`src/rtl/can_bt_pkg.sv`:
```
package can_bt_pkg;
  typedef enum logic [1:0] {
    SEG_SYNC = 2'd0,
    SEG_PROP = 2'd1,
    SEG_PH1  = 2'd2,
    SEG_PH2  = 2'd3
  } seg_e;
endpackage

```
`src/rtl/can_bt_cfg_check.sv`:
```
module can_bt_cfg_check #(
  parameter int LEN_W    = 4,
  parameter int SJW_W    = 3,
  parameter int PROP_MIN = 1,
  parameter int PROP_MAX = 8,
  parameter int PH_MIN   = 2,
  parameter int PH_MAX   = 8,
  parameter int SJW_MIN  = 1,
  parameter int SJW_MAX  = 4,
  parameter int BIT_MIN  = 8,
  parameter int BIT_MAX  = 25
) (
  input  logic             clk,
  input  logic             rst,
  input  logic [LEN_W-1:0] prop,
  input  logic [LEN_W-1:0] ph1,
  input  logic [LEN_W-1:0] ph2,
  input  logic [SJW_W-1:0] sjw,
  output logic             bad,
  output logic             err_q
);
  localparam int TW = LEN_W + 2;
  localparam logic [LEN_W-1:0] P_LO = LEN_W'(PROP_MIN);
  localparam logic [LEN_W-1:0] P_HI = LEN_W'(PROP_MAX);
  localparam logic [LEN_W-1:0] H_LO = LEN_W'(PH_MIN);
  localparam logic [LEN_W-1:0] H_HI = LEN_W'(PH_MAX);
  localparam logic [SJW_W-1:0] J_LO = SJW_W'(SJW_MIN);
  localparam logic [SJW_W-1:0] J_HI = SJW_W'(SJW_MAX);
  localparam logic [TW-1:0]    T_LO = TW'(BIT_MIN);
  localparam logic [TW-1:0]    T_HI = TW'(BIT_MAX);

  logic [TW-1:0] total;
  logic          range_bad;
  logic          order_bad;
  logic          total_bad;

  always_comb begin
    total     = TW'(1) + TW'(prop) + TW'(ph1) + TW'(ph2);
    range_bad = (prop < P_LO) || (prop > P_HI) ||
                (ph1 < H_LO)  || (ph1 > H_HI)  ||
                (ph2 < H_LO)  || (ph2 > H_HI)  ||
                (sjw < J_LO)  || (sjw > J_HI);
    order_bad = (ph1 < ph2) || (ph2 < LEN_W'(sjw));
    total_bad = (total < T_LO) || (total > T_HI);
    bad       = range_bad || order_bad || total_bad;
  end

  always_ff @(posedge clk) begin
    if (rst) err_q <= 1'b0;
    else     err_q <= bad;
  end
endmodule

```
`src/rtl/can_bt_edge.sv`:
```
module can_bt_edge (
  input  logic clk,
  input  logic rst,
  input  logic tq_tick,
  input  logic rx_in,
  output logic fall
);
  logic prev_q;

  always_ff @(posedge clk) begin
    if (rst)          prev_q <= 1'b1;
    else if (tq_tick) prev_q <= rx_in;
  end

  assign fall = tq_tick && prev_q && !rx_in;
endmodule

```
`src/rtl/can_bt_seq.sv`:
```
module can_bt_seq
  import can_bt_pkg::*;
#(
  parameter int LEN_W = 4,
  parameter int SJW_W = 3
) (
  input  logic             clk,
  input  logic             rst,
  input  logic             tq_tick,
  input  logic             hold,
  input  logic [LEN_W-1:0] prop,
  input  logic [LEN_W-1:0] ph1,
  input  logic [LEN_W-1:0] ph2,
  input  logic [SJW_W-1:0] sjw,
  input  logic             rx_in,
  input  logic             fall,
  output logic             sample_stb,
  output logic             sample_bit,
  output logic             bit_start
);
  localparam int CW = LEN_W + 2;

  seg_e             seg_q;
  logic [LEN_W-1:0] cnt_q;
  logic [SJW_W-1:0] ext_q;
  logic [SJW_W-1:0] shr_q;
  logic             done_q;

  logic [CW-1:0]    cnt_inc;
  logic [CW-1:0]    late_err;
  logic [CW-1:0]    rem;
  logic [CW-1:0]    sjw_x;
  logic [CW-1:0]    ext_amt;
  logic [CW-1:0]    shr_amt;
  logic             apply;
  logic [SJW_W-1:0] ext_n;
  logic [SJW_W-1:0] shr_n;
  logic             prop_end;
  logic             ph1_end;
  logic             ph2_end;

  always_comb begin
    cnt_inc  = CW'(cnt_q) + CW'(1);
    sjw_x    = CW'(sjw);
    late_err = (seg_q == SEG_PH1) ? CW'(prop) + cnt_inc : cnt_inc;
    rem      = (cnt_inc >= CW'(ph2)) ? '0 : CW'(ph2) - cnt_inc;
    ext_amt  = (late_err < sjw_x) ? late_err : sjw_x;
    shr_amt  = (rem < sjw_x) ? rem : sjw_x;
    apply    = fall && !done_q && !hold &&
               ((seg_q == SEG_PROP) || (seg_q == SEG_PH1) ||
                ((seg_q == SEG_PH2) && (rem != '0)));
    ext_n    = (apply && (seg_q != SEG_PH2)) ? SJW_W'(ext_amt) : ext_q;
    shr_n    = (apply && (seg_q == SEG_PH2)) ? SJW_W'(shr_amt) : shr_q;
    prop_end = cnt_inc >= CW'(prop);
    ph1_end  = cnt_inc >= CW'(ph1) + CW'(ext_n);
    ph2_end  = cnt_inc + CW'(shr_n) >= CW'(ph2);
  end

  always_ff @(posedge clk) begin
    if (rst) begin
      seg_q      <= SEG_SYNC;
      cnt_q      <= '0;
      ext_q      <= '0;
      shr_q      <= '0;
      done_q     <= 1'b0;
      sample_stb <= 1'b0;
      sample_bit <= 1'b0;
      bit_start  <= 1'b0;
    end else begin
      sample_stb <= 1'b0;
      bit_start  <= 1'b0;
      if (tq_tick) begin
        if (hold) begin
          seg_q  <= SEG_SYNC;
          cnt_q  <= '0;
          ext_q  <= '0;
          shr_q  <= '0;
          done_q <= 1'b0;
        end else begin
          unique case (seg_q)
            SEG_SYNC: begin
              seg_q  <= SEG_PROP;
              cnt_q  <= '0;
              ext_q  <= '0;
              shr_q  <= '0;
              done_q <= 1'b0;
            end
            SEG_PROP: begin
              ext_q  <= ext_n;
              done_q <= done_q || apply;
              if (prop_end) begin
                seg_q <= SEG_PH1;
                cnt_q <= '0;
              end else begin
                cnt_q <= cnt_q + LEN_W'(1);
              end
            end
            SEG_PH1: begin
              ext_q  <= ext_n;
              done_q <= done_q || apply;
              if (ph1_end) begin
                seg_q      <= SEG_PH2;
                cnt_q      <= '0;
                sample_stb <= 1'b1;
                sample_bit <= rx_in;
              end else begin
                cnt_q <= cnt_q + LEN_W'(1);
              end
            end
            SEG_PH2: begin
              shr_q  <= shr_n;
              done_q <= done_q || apply;
              if (ph2_end) begin
                seg_q     <= SEG_SYNC;
                cnt_q     <= '0;
                bit_start <= 1'b1;
              end else begin
                cnt_q <= cnt_q + LEN_W'(1);
              end
            end
            default: seg_q <= SEG_SYNC;
          endcase
        end
      end
    end
  end


  samp_single_chk: assert property (@(posedge clk) disable iff (rst)
    sample_stb |=> !sample_stb);


  start_single_chk: assert property (@(posedge clk) disable iff (rst)
    bit_start |=> !bit_start);


  strobe_excl_chk: assert property (@(posedge clk) disable iff (rst)
    sample_stb |-> !bit_start);


  strobe_on_tick_chk: assert property (@(posedge clk) disable iff (rst)
    (sample_stb || bit_start) |-> $past(tq_tick));


  hold_still_chk: assert property (@(posedge clk) disable iff (rst)
    !tq_tick |=> ($stable(seg_q) && $stable(cnt_q)));


  park_sync_chk: assert property (@(posedge clk) disable iff (rst)
    (hold && tq_tick) |=> (seg_q == SEG_SYNC));
endmodule

```
`src/rtl/can_bit_sequencer.sv`:
```
module can_bit_sequencer #(
  parameter int LEN_W    = 4,
  parameter int SJW_W    = 3,
  parameter int PROP_MIN = 1,
  parameter int PROP_MAX = 8,
  parameter int PH_MIN   = 2,
  parameter int PH_MAX   = 8,
  parameter int SJW_MIN  = 1,
  parameter int SJW_MAX  = 4,
  parameter int BIT_MIN  = 8,
  parameter int BIT_MAX  = 25
) (
  input  logic             clk,
  input  logic             rst,
  input  logic             tq_tick,
  input  logic [LEN_W-1:0] cfg_prop,
  input  logic [LEN_W-1:0] cfg_ph1,
  input  logic [LEN_W-1:0] cfg_ph2,
  input  logic [SJW_W-1:0] cfg_sjw,
  input  logic             rx_in,
  output logic             sample_stb,
  output logic             sample_bit,
  output logic             bit_start,
  output logic             cfg_err
);
  logic bad;
  logic fall;

  can_bt_cfg_check #(
    .LEN_W(LEN_W), .SJW_W(SJW_W),
    .PROP_MIN(PROP_MIN), .PROP_MAX(PROP_MAX),
    .PH_MIN(PH_MIN), .PH_MAX(PH_MAX),
    .SJW_MIN(SJW_MIN), .SJW_MAX(SJW_MAX),
    .BIT_MIN(BIT_MIN), .BIT_MAX(BIT_MAX)
  ) u_cfg (
    .clk  (clk),
    .rst  (rst),
    .prop (cfg_prop),
    .ph1  (cfg_ph1),
    .ph2  (cfg_ph2),
    .sjw  (cfg_sjw),
    .bad  (bad),
    .err_q(cfg_err)
  );

  can_bt_edge u_edge (
    .clk    (clk),
    .rst    (rst),
    .tq_tick(tq_tick),
    .rx_in  (rx_in),
    .fall   (fall)
  );

  can_bt_seq #(
    .LEN_W(LEN_W), .SJW_W(SJW_W)
  ) u_seq (
    .clk       (clk),
    .rst       (rst),
    .tq_tick   (tq_tick),
    .hold      (bad),
    .prop      (cfg_prop),
    .ph1       (cfg_ph1),
    .ph2       (cfg_ph2),
    .sjw       (cfg_sjw),
    .rx_in     (rx_in),
    .fall      (fall),
    .sample_stb(sample_stb),
    .sample_bit(sample_bit),
    .bit_start (bit_start)
  );


  err_quiet_chk: assert property (@(posedge clk) disable iff (rst)
    cfg_err |-> (!sample_stb && !bit_start));


  err_settles_chk: assert property (@(posedge clk) disable iff (rst)
    ($stable(cfg_prop) && $stable(cfg_ph1) && $stable(cfg_ph2) &&
     $stable(cfg_sjw) && !$past(rst)) |=> $stable(cfg_err));
endmodule

```
`config.mk`:
```
export PLATFORM = sky130hd
export DESIGN_NAME = can_bit_sequencer
export DESIGN_NICKNAME = d
export VERILOG_FILES = /design/src/rtl/can_bt_pkg.sv /design/src/rtl/can_bt_cfg_check.sv /design/src/rtl/can_bt_edge.sv /design/src/rtl/can_bt_seq.sv /design/src/rtl/can_bit_sequencer.sv
export SDC_FILE = /design/constraint.sdc
export NUM_CORES = 1
export LEC_CHECK = 0
export BUFFER_PORTS_ARGS = -buffer_cell sky130_fd_sc_hd__buf_2
export CAP_MARGIN = 20
export CORE_MARGIN = 2
export CORE_UTILIZATION = 56
export DETAILED_ROUTE_END_ITERATION = 8
export PLACE_DENSITY = 0.73
export RECOVER_POWER = 25
export SYNTH_ARGS = -nofsm -noshare
export SYNTH_HDL_FRONTEND = slang
export SYNTH_SLANG_ARGS = --single-unit
```
`constraint.sdc`:
```
create_clock -name clk -period 7.8 [get_ports clk]
set_clock_uncertainty 0.1 [all_clocks]
set_input_delay 1.17 -clock clk [delete_from_list [all_inputs] [get_ports clk]]
set_output_delay 1.17 -clock clk [all_outputs]
set_load 0.03 [all_outputs]
```
# Yosys cells after proc, flatten, opt, wreduce, memory -nomap -nowiden
# Index checks and enable logic that the tools add are counted.
# W data, S select, Z words.
[word_totals]
ff_bits = 18
inputBits = 19
output_inout_bits = 4
elab_cells = 109
[op_classes]
addsub = 9
order_cmp = 18
n_eq_ne = 7
muxes = 24
n_bitwise = 4
n_reduce_logical = 37
[ops]
columns = ["op", "n"]
rows = [
  ["$ge A6 B4 Y1", 3],
  ["$mux W3", 6],
  ["$mux W4", 4],
  ["$pmux W4 S4", 1],
  ["$logic_or A1 B1 Y1", 14],
  ["$add A6 B4 Y6", 2],
  ["$gt A4 B4 Y1 const B", 3],
  ["$lt A6 B3 Y1", 2],
  ["$mux W6", 2],
  ["$pmux W3 S2", 2],
  ["$ne A3 B1 Y1 const B", 3],
  ["$logic_and A1 B1 Y1", 8],
  ["$lt A4 B2 Y1 const B", 2],
  ["$mux W2", 4],
  ["$pmux W2 S4", 1],
  ["$reduce_and A4 Y1", 2],
  ["$reduce_or A4 Y1", 2],
  ["$add A4 B6 Y6", 1],
  ["$add A6 B3 Y6", 1],
  ["$ge A6 B6 Y1", 1],
  ["$gt A6 B5 Y1 const B", 1],
  ["$lt A6 B4 Y1 const B", 1],
  ["$reduce_bool A3 Y1", 2],
  ["$reduce_bool A6 Y1", 1],
  ["other kinds (21)", 30],
]

# Logic depth before layout (Yosys ltp)
# Gate-level depths: netlist of run 1.
[depth]
depth_word = 20
mapped_depth = 26
depth_no_buf = 25

# Modules after synthesis
# Synthesis of run 1 repeated with hierarchy kept, for this count alone.
[hier_totals]
cells_unflattened = 326
area_unflattened_um2 = 2673.8
[modules_own_cells]
columns = ["module", "n_inst", "cells_each", "area_each_um2", "seq_area_each_um2"]
rows = [
  ["can_bt_seq", 1, 248, 2053.2, 320.3],
  ["can_bt_cfg_check", 1, 74, 575.6, 20.0],
  ["can_bt_edge", 1, 4, 45.0, 20.0],
]

# Worst setup path after synthesis of run 1
# Ideal clock, no wire load.
[synth_path]
path_type = "input-to-reg"
from = "input cfg_prop[0]"
to = "register u_seq.seg_q[1]"
setup_time_ns = 0.092
arrival_time_ns = 5.914
required_ns = 7.608
setup_slack_ns = 1.694
stages = 24
path_buffers = 1
cell_sequence = "ha_1 -> xnor2_1 -> fa_1 -> inv_1 -> ha_1 -> a21o_1 -> a21oi_1 -> xnor2_1 -> mux2i_1 -> and2_0 -> buf_2 -> nor3b_4 -> mux2i_1 -> ha_1 -> a21o_1 -> a21oi_1 -> xnor2_1 -> ha_1 -> o21ai_0 -> a21oi_1 -> nor4_2 -> a211o_1 -> or3_1 -> o32ai_1"
[synth_between]
elab_chain_len = 19
elab_cells_between_ends = 38
cone_classes = "6 x add/sub; 8 x order compare; 3 x eq/ne; 5 x mux; 16 x reduce/logical"
[synth_lines]
columns = ["element", "line", "source"]
rows = [
  ["start, declared", "can_bit_sequencer.sv:16", "input logic [LEN_W-1:0] cfg_prop,"],
  ["parallel branches: the longest is 19 deep, another holds $add A6 B4 Y6", "-", ""],
  ["end signal, assigned", "can_bt_seq.sv:61", "seg_q <= SEG_SYNC;"],
  ["end signal, assigned", "can_bt_seq.sv:74", "seg_q <= SEG_SYNC;"],
  ["end signal, assigned", "can_bt_seq.sv:82", "seg_q <= SEG_PROP;"],
  ["end, declared", "can_bt_seq.sv:23", "seg_e seg_q;"],
]
# Parallel ways; which one is timed is not known.
# A chain may end at the register's enable or synchronous reset.

# Worst setup path in the final report of run 1
# Same ends and word-level chain as after synthesis.

==> impl_results.md, run 1 <==
- Status: finished clean
- Detailed placement HPWL: 5080 um
- All-Layer GR Usage: 0.257
- Post-synth EDFFs: 0
- Count of cell types in the netlist: 52
- Origin of the critical flop-to-flop path: u_seq.cnt_q[0]
- # nets final: between 300 and 400
- Clock latency on the worst-skew pair: 0.25 ns
- Psw: roughly 87 uW
- Worst hold endpoint: u_edge.prev_q
- Cts bufs inserted: 3
- Sequential cell area fraction in the yosys report: 0.140
- RSZ-0062 raised after global routing: no
- Type of the worst setup path: primary input to flop
- Initial antenna violation count: 0
- Chip height: between 70 and 80 um
- Net count after synthesis: roughly 380
- Combinational power share: 0.372
- Setup TNS Final: 0 ns
- # hold bufs at CTS: 0
- Top FF cell, synth: dfxtp_1
- Switching Fraction: 0.327
- Remaining antenna violation count: 0
- Dpl cell area: 2740 um^2
- FF-to-FF path depth: 25
- Setup-failing EPs final: 0
- Synthesized area: around 2600 um^2
- Die ar.: 5160 um^2
- Hold path depth: 1
- CP endpoint kind: flop
- Pleak: 0.00134 uW
- Clock power share: 0.278
- Port Buffers: 22
- Vias post-DR: between 2k and 2.5k
- # IOs: 23
- Worst Hold Class: flop to flop
- Per-cell routed wire length: roughly 16 um
- Clk sinks: 18
- Hold WS: between 0.3 and 0.4 ns
- Metal1 wirelength: 3020 um
- MaxCap Viol Count: 0
- Drt total wl: ~6100 um
- Async set-reset flop share out of synthesis: 0
- Relative slew slack: 0.554
- Crit share post-route: 0.838
- Post-Syn Instances: between 200 and 300
- CP bufs+invs: 3
- P&R area growth vs syn: 8.16%
- Synth warnings: 0
- First-pass GRT wire length: slightly above 10000 um
- Core ar.: about 4400 um^2
- Setup ws final: around 1.3 ns
- CTS tree: yes
- Highest Signal Layer: met4
- Seq pwr share: 0.350
- CP arrival: 6.59 ns
- Max Buffers Root-to-Sink: 2
- CTS H-tree depth: 1
- Final Max Slew Viols: 0
- Yosys reg bits: 18
- CP most frequent cell: ha_1
- Startpoint types: primary input
- Largest net degree at the start of global routing: 16
- CP Max Fanout: 15
- Post-place setup slack: ~1.0 ns
- Resize count post-CTS: 0
- Multi-input logic area: between 2000 and 2500 um^2
- Metal3 WL: ~260 um
- Delay-heaviest family, CP: adder cells
- Vias per cell: 5.84
- Post-route cell area: roughly 2800 um^2
- DR WL met2: 2810 um
- Overflow after GRT: 0
- Ant diodes: 0
- DR pass1 iterations: 4
- Fillers: 380
- Syn Area/Cell: about 8.6 um^2
- Hold_sp: u_edge.prev_q
- Power Dens Cells: about 96 nW/um^2
- Worst slew pin tran: around 0.66 ns
- Maximum vdd drop: about 0.091 mV
- Post-CTS Setup Repair Bufs: 0
- Max frequency: between 0.15 and 0.2 GHz
- Worst r2r dst: u_seq.seg_q[1]
- Vias in the first global route: roughly 2.1k
- Starting density of the core: 0.588
- Share of cells above drive strength 1: 0.128
- Reg2reg setup slack: 1.67 ns
- Final hold viol count: 0
- Slowest stage cell, crit path: fa_1
- Std-Cell Rows: 24
- Slowest Stage Delay on Critical Path: ~0.55 ns
- Pint: between 150 and 200 uW
- Die span in x: 71.8 um
- Root Driver: clkbuf_8
- Starting DRT DRC Count: between 100 and 150
- FF+latch area: about 360 um^2
- Final Critical Period: about 6.5 ns
- Crit path required time: slightly below 8 ns
- CTS clk-pin slew, worst paths: around 0.060 ns
- DRC viols: 0
- RePlAce Congestion: 0.962
-- per-layer routing --
layer / track usage / vias to the layer above
met5: 0 / -
met4: 0.0231 / 0
met3: 0.0253 / 2
met2: 0.431 / 52
met1: 0.373 / 1017
li1: - / 1106
-- sequential cells by signal (all words and copies together), names as in the netlist --
register and cells:
u_edge.prev_q 1, u_seq.cnt_q 4, u_seq.sample_stb 1, u_seq.sample_bit 1
u_seq.ext_q 3, u_seq.shr_q 3, u_cfg.err_q 1, u_seq.done_q 1
u_seq.bit_start 1, u_seq.seg_q 2
-- how the worst max path moves through the flow --
stage               depth (start not counted)        start  slack [ns]        endpoint
finish                                     25  cfg_prop[0]        1.26  u_seq.seg_q[1]
global route                               26  cfg_prop[0]        0.82  u_seq.seg_q[1]
CTS                                        25  cfg_prop[0]        1.33  u_seq.seg_q[1]
detailed placement                         25  cfg_prop[0]        1.04  u_seq.seg_q[1]
global placement                           25  cfg_prop[0]        1.29  u_seq.seg_q[1]
floorplan                                  24  cfg_prop[0]        1.69  u_seq.seg_q[1]
-- cell families (layout without fill, tap and decap cells) --
logic type      after synthesis  after routing  share of synthesized area
simple gates                 70             70                      0.160
xor+xnor                     14             14                     0.0505
fa+ha+maj                    58             58                      0.308
compound gates               73             73                      0.196
mux                          18             18                     0.0738
buf+inv                      47             70                     0.0723
flops                        18             18                      0.140
-- final cells by class --
type                       instances  area share
timing repair buffer              24      0.0426
multi-input combinational        233       0.728
clock buffer                       4      0.0197
sequential                        18       0.129
inverter                          42      0.0566
tap                               52      0.0233
-- synthesized netlist by cell type (all sizes together), types with 5 or more instances --
cell / n / share of area
ha: 49 / 0.24
inv: 42 / 0.061
dfxtp: 18 / 0.14
a21oi: 16 / 0.031
nor2: 16 / 0.023
o21ai: 14 / 0.027
mux2i: 10 / 0.039
nand2: 10 / 0.015
nor2b: 10 / 0.024
fa: 9 / 0.070
xnor2: 9 / 0.033
a21o: 8 / 0.023
mux2: 8 / 0.035
nand3: 7 / 0.018
a211oi: 6 / 0.019
nor3: 6 / 0.012
xor2: 5 / 0.017
-- cells in the final DEF (no fill, tap or decap), drive strengths merged, types with 5 or more instances in the layout --
cell and n:
fa 9, a21oi 16, a211oi 6, nor3 6
nor2b 10, o21ai 14, nand3 7, a21o 8
mux2i 10, nand2 10, inv 42, clkbuf 9
xor2 5, nor2 16, xnor2 9, dfxtp 18
buf 19, ha 49, mux2 8
-- metrics by stage --
step           instances  utilization  power, uW
3_3_place_gp         369        0.625        191
2_1_floorplan        298            -        166
6_report             373        0.636        267
3_5_place_dp         369        0.625        194
4_1_cts              373        0.637        270
5_1_grt              373        0.636        287
-- power groups by stage --
stage,combinational [uW],sequential [uW],clock (uW)
global route,112,93.4,81.7
floorplan,70.4,96.1,0
finish,99.3,93.4,74.1
global placement,95.5,95.4,0
detailed placement,98.1,95.5,0
CTS,98.7,93.4,77.8
Note: power is estimated with default switching activity, not from simulation.
==> run 2: changes to the inputs <==
--- a/config.mk
+++ b/config.mk
@@ -8,9 +8,9 @@
 export BUFFER_PORTS_ARGS = -buffer_cell sky130_fd_sc_hd__buf_2
 export CAP_MARGIN = 20
 export CORE_MARGIN = 2
-export CORE_UTILIZATION = 56
+export CORE_UTILIZATION = 55
 export DETAILED_ROUTE_END_ITERATION = 8
-export PLACE_DENSITY = 0.73
+export PLACE_DENSITY = 0.74
 export RECOVER_POWER = 25
 export SYNTH_ARGS = -nofsm -noshare
 export SYNTH_HDL_FRONTEND = slang
==> constraint.sdc (replaced) <==
create_clock -name clk -period 5.88 [get_ports clk]
set_clock_uncertainty 0.1 [all_clocks]
set_input_delay 0.882 -clock clk [delete_from_list [all_inputs] [get_ports clk]]
set_output_delay 0.882 -clock clk [all_outputs]
set_load 0.03 [all_outputs]
==> impl_results.md, run 2 (synthesized netlist as in run 1, its figures left out) <==
- Remaining antenna violation count: 0 (unchanged)
- Chip height: 72.5 um (+0.86%)
- Core ar.: 4440 um^2 (+1.4%)
- Type of the worst setup path: primary input to flop
- Vias per cell: 5.95 (+2.0%)
- Worst Hold Class: flop to flop
- Worst slew pin tran: 0.642 ns (-0.0188 ns)
- Most common cell after layout, fill and taps aside: ha_1
- CP endpoint kind: flop
- Commonest non-fill, non-tap cells in the layout: ha_1 (45), inv_1 (40), buf_4 (32)
- First-pass GRT wire length: 10600 um (+2.3%)
- Per-cell routed wire length: 17.0 um (+3.7%)
- All-Layer GR Usage: 0.261 (+0.00357)
- Reg with most FFs: u_seq.cnt_q
- Ant diodes: 0 (unchanged)
- Final Max Slew Viols: 0 (unchanged)
- CTS tree: yes
- Vias post-DR: 2405 (+10%)
- Initial antenna violation count: 0 (unchanged)
- Startpoint types: primary input
- # nets final: 430 (+7.8%)
- # hold bufs at CTS: 0 (unchanged)
- Root Driver: clkbuf_8
- Std-Cell Rows: 24 (unchanged)
- DR pass1 iterations: 4 (unchanged)
- CP arrival: 5.85 ns (-0.74 ns)
- Clk sinks: 18 (unchanged)
- Die span in x: 72.5 um (+0.86%)
- Regs by FF count: u_seq.cnt_q x4, u_seq.ext_q x3, u_seq.shr_q x3
- WP depth: 25 (unchanged)
- Starting density of the core: 0.580 (-0.00794)
- Clock latency on the worst-skew pair: 0.25 ns (about the same)
- Setup TNS Final: 0 ns (unchanged)
- Dpl cell area: 2920 um^2 (+6.6%)
- FF-to-FF path depth: 27 (+8.0%)
- Slowest stage cell, crit path: fa_1
- Overflow after GRT: 0 (unchanged)
- Crit path required time: 5.96 ns (-1.90 ns)
- Largest net degree at the start of global routing: 14 (-2)
- Slowest Stage Delay on Critical Path: 0.51 ns (-0.04 ns)
- Number of flip-flops in the largest register: 4 (unchanged)
- Relative slew slack: 0.569 (+0.0149)
- MaxCap Viol Count: 0 (unchanged)
- Cts bufs inserted: 3 (unchanged)
- # IOs: 23 (unchanged)
- Power Dens Cells: 128 nW/um^2 (+34%)
- Detailed placement HPWL: 5340 um (+5.2%)
- Delay-heaviest family, CP: compound AO/OA/AOI/OAI gates
- Pleak: 0.00152 uW (+14%)
- Max Buffers Root-to-Sink: 2 (unchanged)
- Crit share post-route: 0.981
- Drt total wl: 6850 um (+12%)
- Share of cells above drive strength 1: 0.273 (+0.145)
- Final Critical Period: 5.77 ns
- Post-route cell area: 3130 um^2 (+12%)
- CTS H-tree depth: 1 (unchanged)
- P&R area growth vs syn: 21.5%
- Hold WS: 0.368 ns (+0.00225 ns)
- Max frequency: 0.173 GHz
- Status: finished clean
- CP bufs+invs: 3 (unchanged)
- DRC viols: 0 (unchanged)
- Vias in the first global route: 2274 (+8.3%)
- Final hold viol count: 0 (unchanged)
- Fillers: 374 (-1.6%)
- Maximum vdd drop: 0.165 mV (+81%)
- RePlAce Congestion: 0.891 (-7.4%)
- Starting DRT DRC Count: 124 (unchanged)
- CTS clk-pin slew, worst paths: 0.07 ns (about the same)
- Setup-failing EPs final: 0 (unchanged)
- CP Max Fanout: 5 (-10)
- Hold path depth: 1 (unchanged)
- Port Buffers: 22 (unchanged)
- Die ar.: 5250 um^2 (+1.7%)
## run 2: cell types whose count changed in the layout (fill, tap and decap cells not counted), sizes merged
cell / delta
buf: +31
## run 2: final timing paths
| kind | startpoint | slack [ns] | endpoint |
|---|---|---|---|
| worst max-delay path | cfg_prop[0] | 0.11 | u_seq.seg_q[0] |
| worst min-delay path | u_edge.prev_q | 0.37 | u_edge.prev_q |
| worst min register to register | u_edge.prev_q | 0.37 | u_edge.prev_q |
| worst max register to register | u_seq.cnt_q[1] | 0.32 | u_seq.seg_q[0] |
## run 2: worst reg2reg max path: cells and delay by family, from the launching register on
| kind | cells | cell delay [ns] |
|---|---|---|
| adders and majority gates | 5 | 1.27 |
| buffers and inverters | 3 | 0.36 |
| muxes | 2 | 0.35 |
| xor gates and xnor gates | 2 | 0.28 |
| DFF | 1 | 0.39 |
| AOI/OAI and AO/OA | 11 | 1.89 |
| and+or+nand+nor | 4 | 0.81 |
## run 2: metrics by stage
| step | util | cells | setup WS, ns | total power, uW |
|---|---|---|---|---|
| finish | 0.705 | 404 | 0.110 | 402 |
| global placement | 0.657 | 393 | -0.154 | 271 |
| global route | 0.705 | 404 | -0.0781 | 425 |
| CTS | 0.677 | 400 | 0.00450 | 383 |
| detailed placement | 0.657 | 393 | -0.293 | 277 |
| floorplan | - | 298 | 0.0617 | 221 |
## run 2: cell type report
| type | count | area [um^2] | area share |
|---|---|---|---|
| Clock buffer | 4 | 55.1 | 0.0176 |
| Inverter | 42 | 158 | 0.0503 |
| Tap cell | 52 | 65.1 | 0.0208 |
| Sequential cell | 18 | 360 | 0.115 |
| Multi-Input combinational cell | 233 | 2140 | 0.683 |
| Timing Repair Buffer | 55 | 355 | 0.113 |
## run 2: repair_timing
item                                    in CTS  in global routing
gates resized for setup                      3                 31
cloned                                       0                  0
buffers inserted                             3                  4
endpoints found under the setup margin       1                  9
pin swaps                                    1                 15
## run 2: report_power, final
group	internal [uW]	switching, uW
combinational	80.9	95.6
clock	59.5	41.9
sequential	123	0.654
total	264	138
## run 2: metal layers
metal  track usage  share of wire  vias up
li1              -              -     1164
met4        0.0412         0.0039        0
met3        0.0222          0.058        4
met1         0.355           0.45     1169
met2         0.458           0.49       68
met5             0              0        -
==> run 3: changes to the inputs <==
--- a/config.mk
+++ b/config.mk
@@ -12,6 +12,7 @@
 export DETAILED_ROUTE_END_ITERATION = 8
 export PLACE_DENSITY = 0.74
 export RECOVER_POWER = 25
+export SETUP_SLACK_MARGIN = 0.4
 export SYNTH_ARGS = -nofsm -noshare
 export SYNTH_HDL_FRONTEND = slang
 export SYNTH_SLANG_ARGS = --single-unit
==> impl_results.md, run 3 (synthesized netlist as in run 1, its figures left out) <==
- Seq pwr share: 0.291 (-0.017)
- Max Buffers Root-to-Sink: 2 (unchanged)
- Worst r2r dst: u_seq.cnt_q[2]
- Vias in the first global route: 2354 (+3.5%)
- Worst Hold Class: flop to flop
- P&R area growth vs syn: 28.1%
- CTS tree: yes
- Inst Count DP: 392 (-0.25%)
- Detailed placement HPWL: 5270 um (-1.4%)
- Die span in x: 72.5 um (unchanged)
- Setup TNS Final: 0 ns (unchanged)
- # IOs: 23 (unchanged)
- Vias per cell: 5.93 (-0.35%)
- Core ar.: 4440 um^2 (unchanged)
- RePlAce Congestion: 0.889 (-0.18%)
- # hold bufs at CTS: 0 (unchanged)
- Post-route cell area: 3300 um^2 (+5.4%)
- Regs by FF count: u_seq.cnt_q x4, u_seq.ext_q x3, u_seq.shr_q x3
- Commonest non-fill, non-tap cells in the layout: ha_1 (42), buf_4 (39), inv_1 (37)
- Remaining antenna violation count: 0 (unchanged)
- CP arrival: 5.72 ns (-0.13 ns)
- Starting DRT DRC Count: 141 (+14%)
- Combinational power share: 0.474 (+0.035)
- Clock latency on the worst-skew pair: 0.26 ns (about the same)
- Drt total wl: 6940 um (+1.3%)
- DRC viols: 0 (unchanged)
- Per-cell routed wire length: 16.9 um (-0.44%)
- Std-Cell Rows: 24 (unchanged)
- Root Driver: clkbuf_8
- Hold_sp: u_edge.prev_q
- Crit share post-route: 0.967 (-0.0146)
- Starting density of the core: 0.580 (unchanged)
- Origin of the critical flop-to-flop path: u_seq.cnt_q[1]
- CP endpoint kind: flop
- CP Max Fanout: 5 (unchanged)
- Overflow after GRT: 0 (unchanged)
- Setup-failing EPs final: 0 (unchanged)
- Clk sinks: 18 (unchanged)
- Final hold viol count: 0 (unchanged)
- DR pass1 iterations: 4 (unchanged)
- All-Layer GR Usage: 0.270 (+0.00894)
- Total power: 426 uW (+6.0%)
- RSZ-0062 raised after global routing: yes
- Die ar.: 5250 um^2 (unchanged)
- Max frequency: 0.176 GHz (+1.5%)
- Maximum vdd drop: 0.112 mV (-32%)
- CTS clk-pin slew, worst paths: 0.06 ns (about the same)
- Power Dens Cells: 129 nW/um^2 (+0.50%)
- Reg with most FFs: u_seq.cnt_q
- Largest net degree at the start of global routing: 14 (unchanged)
- Ant diodes: 0 (unchanged)
- Initial antenna violation count: 0 (unchanged)
- Pleak: 0.00157 uW (+3.1%)
- Slowest stage cell, crit path: fa_1
- Clock power share: 0.235 (-0.017)
- Fin cells: 411 (+1.7%)
- Final Critical Period: 5.68 ns (-0.0861 ns)
- Port Buffers: 22 (unchanged)
- Pint: 284 uW (+7.8%)
- Crit path required time: 5.92 ns (-0.04 ns)
- Chip height: 72.5 um (unchanged)
- Hold WS: 0.365 ns (-0.00259 ns)
- Startpoint types: primary input
- Most common cell after layout, fill and taps aside: ha_1
- CTS H-tree depth: 1 (unchanged)
- Relative slew slack: 0.632 (+0.0632)
- MaxCap Viol Count: 0 (unchanged)
- Number of flip-flops in the largest register: 4 (unchanged)
- FF-to-FF path depth: 25 (-7.4%)
- Dpl cell area: 2950 um^2 (+0.94%)
- Share of cells above drive strength 1: 0.326 (+0.0532)
- Cts bufs inserted: 3 (unchanged)
- Hold path depth: 1 (unchanged)
- Final Max Slew Viols: 0 (unchanged)
- Reg2reg setup slack: 0.43 ns (+0.11 ns)
- Slowest Stage Delay on Critical Path: 0.50 ns (about the same)
- Psw: 142 uW (+2.5%)
- Status: finished clean
- Worst hold endpoint: u_edge.prev_q
- Vias post-DR: 2438 (+1.4%)
- # nets final: 437 (+1.6%)
- Worst slew pin tran: 0.548 ns (-0.0941 ns)
- Type of the worst setup path: primary input to flop
- Switching Fraction: 0.333 (-0.0111)
- First-pass GRT wire length: 11000 um (+3.7%)
-- run 3: through the flow --
step / setup WS [ns] / util
2_1_floorplan: 0.220 / -
6_report: 0.196 / 0.743
4_1_cts: 0.337 / 0.705
3_3_place_gp: -0.0763 / 0.663
3_5_place_dp: -0.226 / 0.663
5_1_grt: 0.00935 / 0.743
-- run 3: layout make-up --
type / instances / area (um^2)
fillers: 315 / 1140
clock buffers: 4 / 55.1
repair buffers: 62 / 429
well taps: 52 / 65.1
multi-input cells: 233 / 2230
inverters: 42 / 165
flip-flops and latches: 18 / 360
-- run 3: what timing repair did --
| item | in CTS | in global routing |
|---|---|---|
| setup buffers | 11 | 4 |
| pin swaps | 21 | 16 |
| setup endpoints to repair | 8 | 9 |
| gates resized for setup | 20 | 32 |
-- run 3: power by group through the flow --
stage / Clock, uW / Sequential, uW / Combinational (uW)
after floorplan: 0 / 127 / 96.5
after global placement: 0 / 127 / 148
after detailed placement: 0 / 127 / 152
after CTS: 104 / 124 / 182
after global routing: 107 / 124 / 219
final: 100 / 124 / 202
-- run 3: how the worst max path moves through the flow --
stage / end / slack (ns) / depth (start not counted) / from
4_1_cts: u_seq.seg_q[1] / 0.34 / 22 / cfg_prop[1]
3_3_place_gp: u_seq.seg_q[1] / -0.08 / 25 / cfg_prop[0]
2_1_floorplan: u_seq.seg_q[1] / 0.22 / 24 / cfg_prop[0]
5_1_grt: u_seq.cnt_q[2] / 0.009 / 25 / cfg_prop[1]
6_report: u_seq.cnt_q[2] / 0.20 / 25 / cfg_prop[0]
3_5_place_dp: u_seq.seg_q[1] / -0.23 / 26 / cfg_prop[0]
-- run 3: routing by layer --
layer | part of all wire | global-route usage | vias to the layer above
li1 | - | - | 1174
met1 | 0.43 | 0.360 | 1142
met2 | 0.48 | 0.452 | 98
met3 | 0.071 | 0.0361 | 24
met4 | 0.027 | 0.0885 | 0
met5 | 0 | 0 | -
-- run 3: critical path: cells and delay by family --
| family | cells | cell delay [ns] |
|---|---|---|
| adder cells (fa/ha/maj) | 5 | 1.47 |
| multiplexers | 3 | 0.69 |
| XOR/XNOR | 3 | 0.37 |
| buffers and inverters | 3 | 0.33 |
| AND/OR/NAND/NOR | 3 | 0.60 |
| AO/OA/AOI/OAI | 8 | 1.38 |
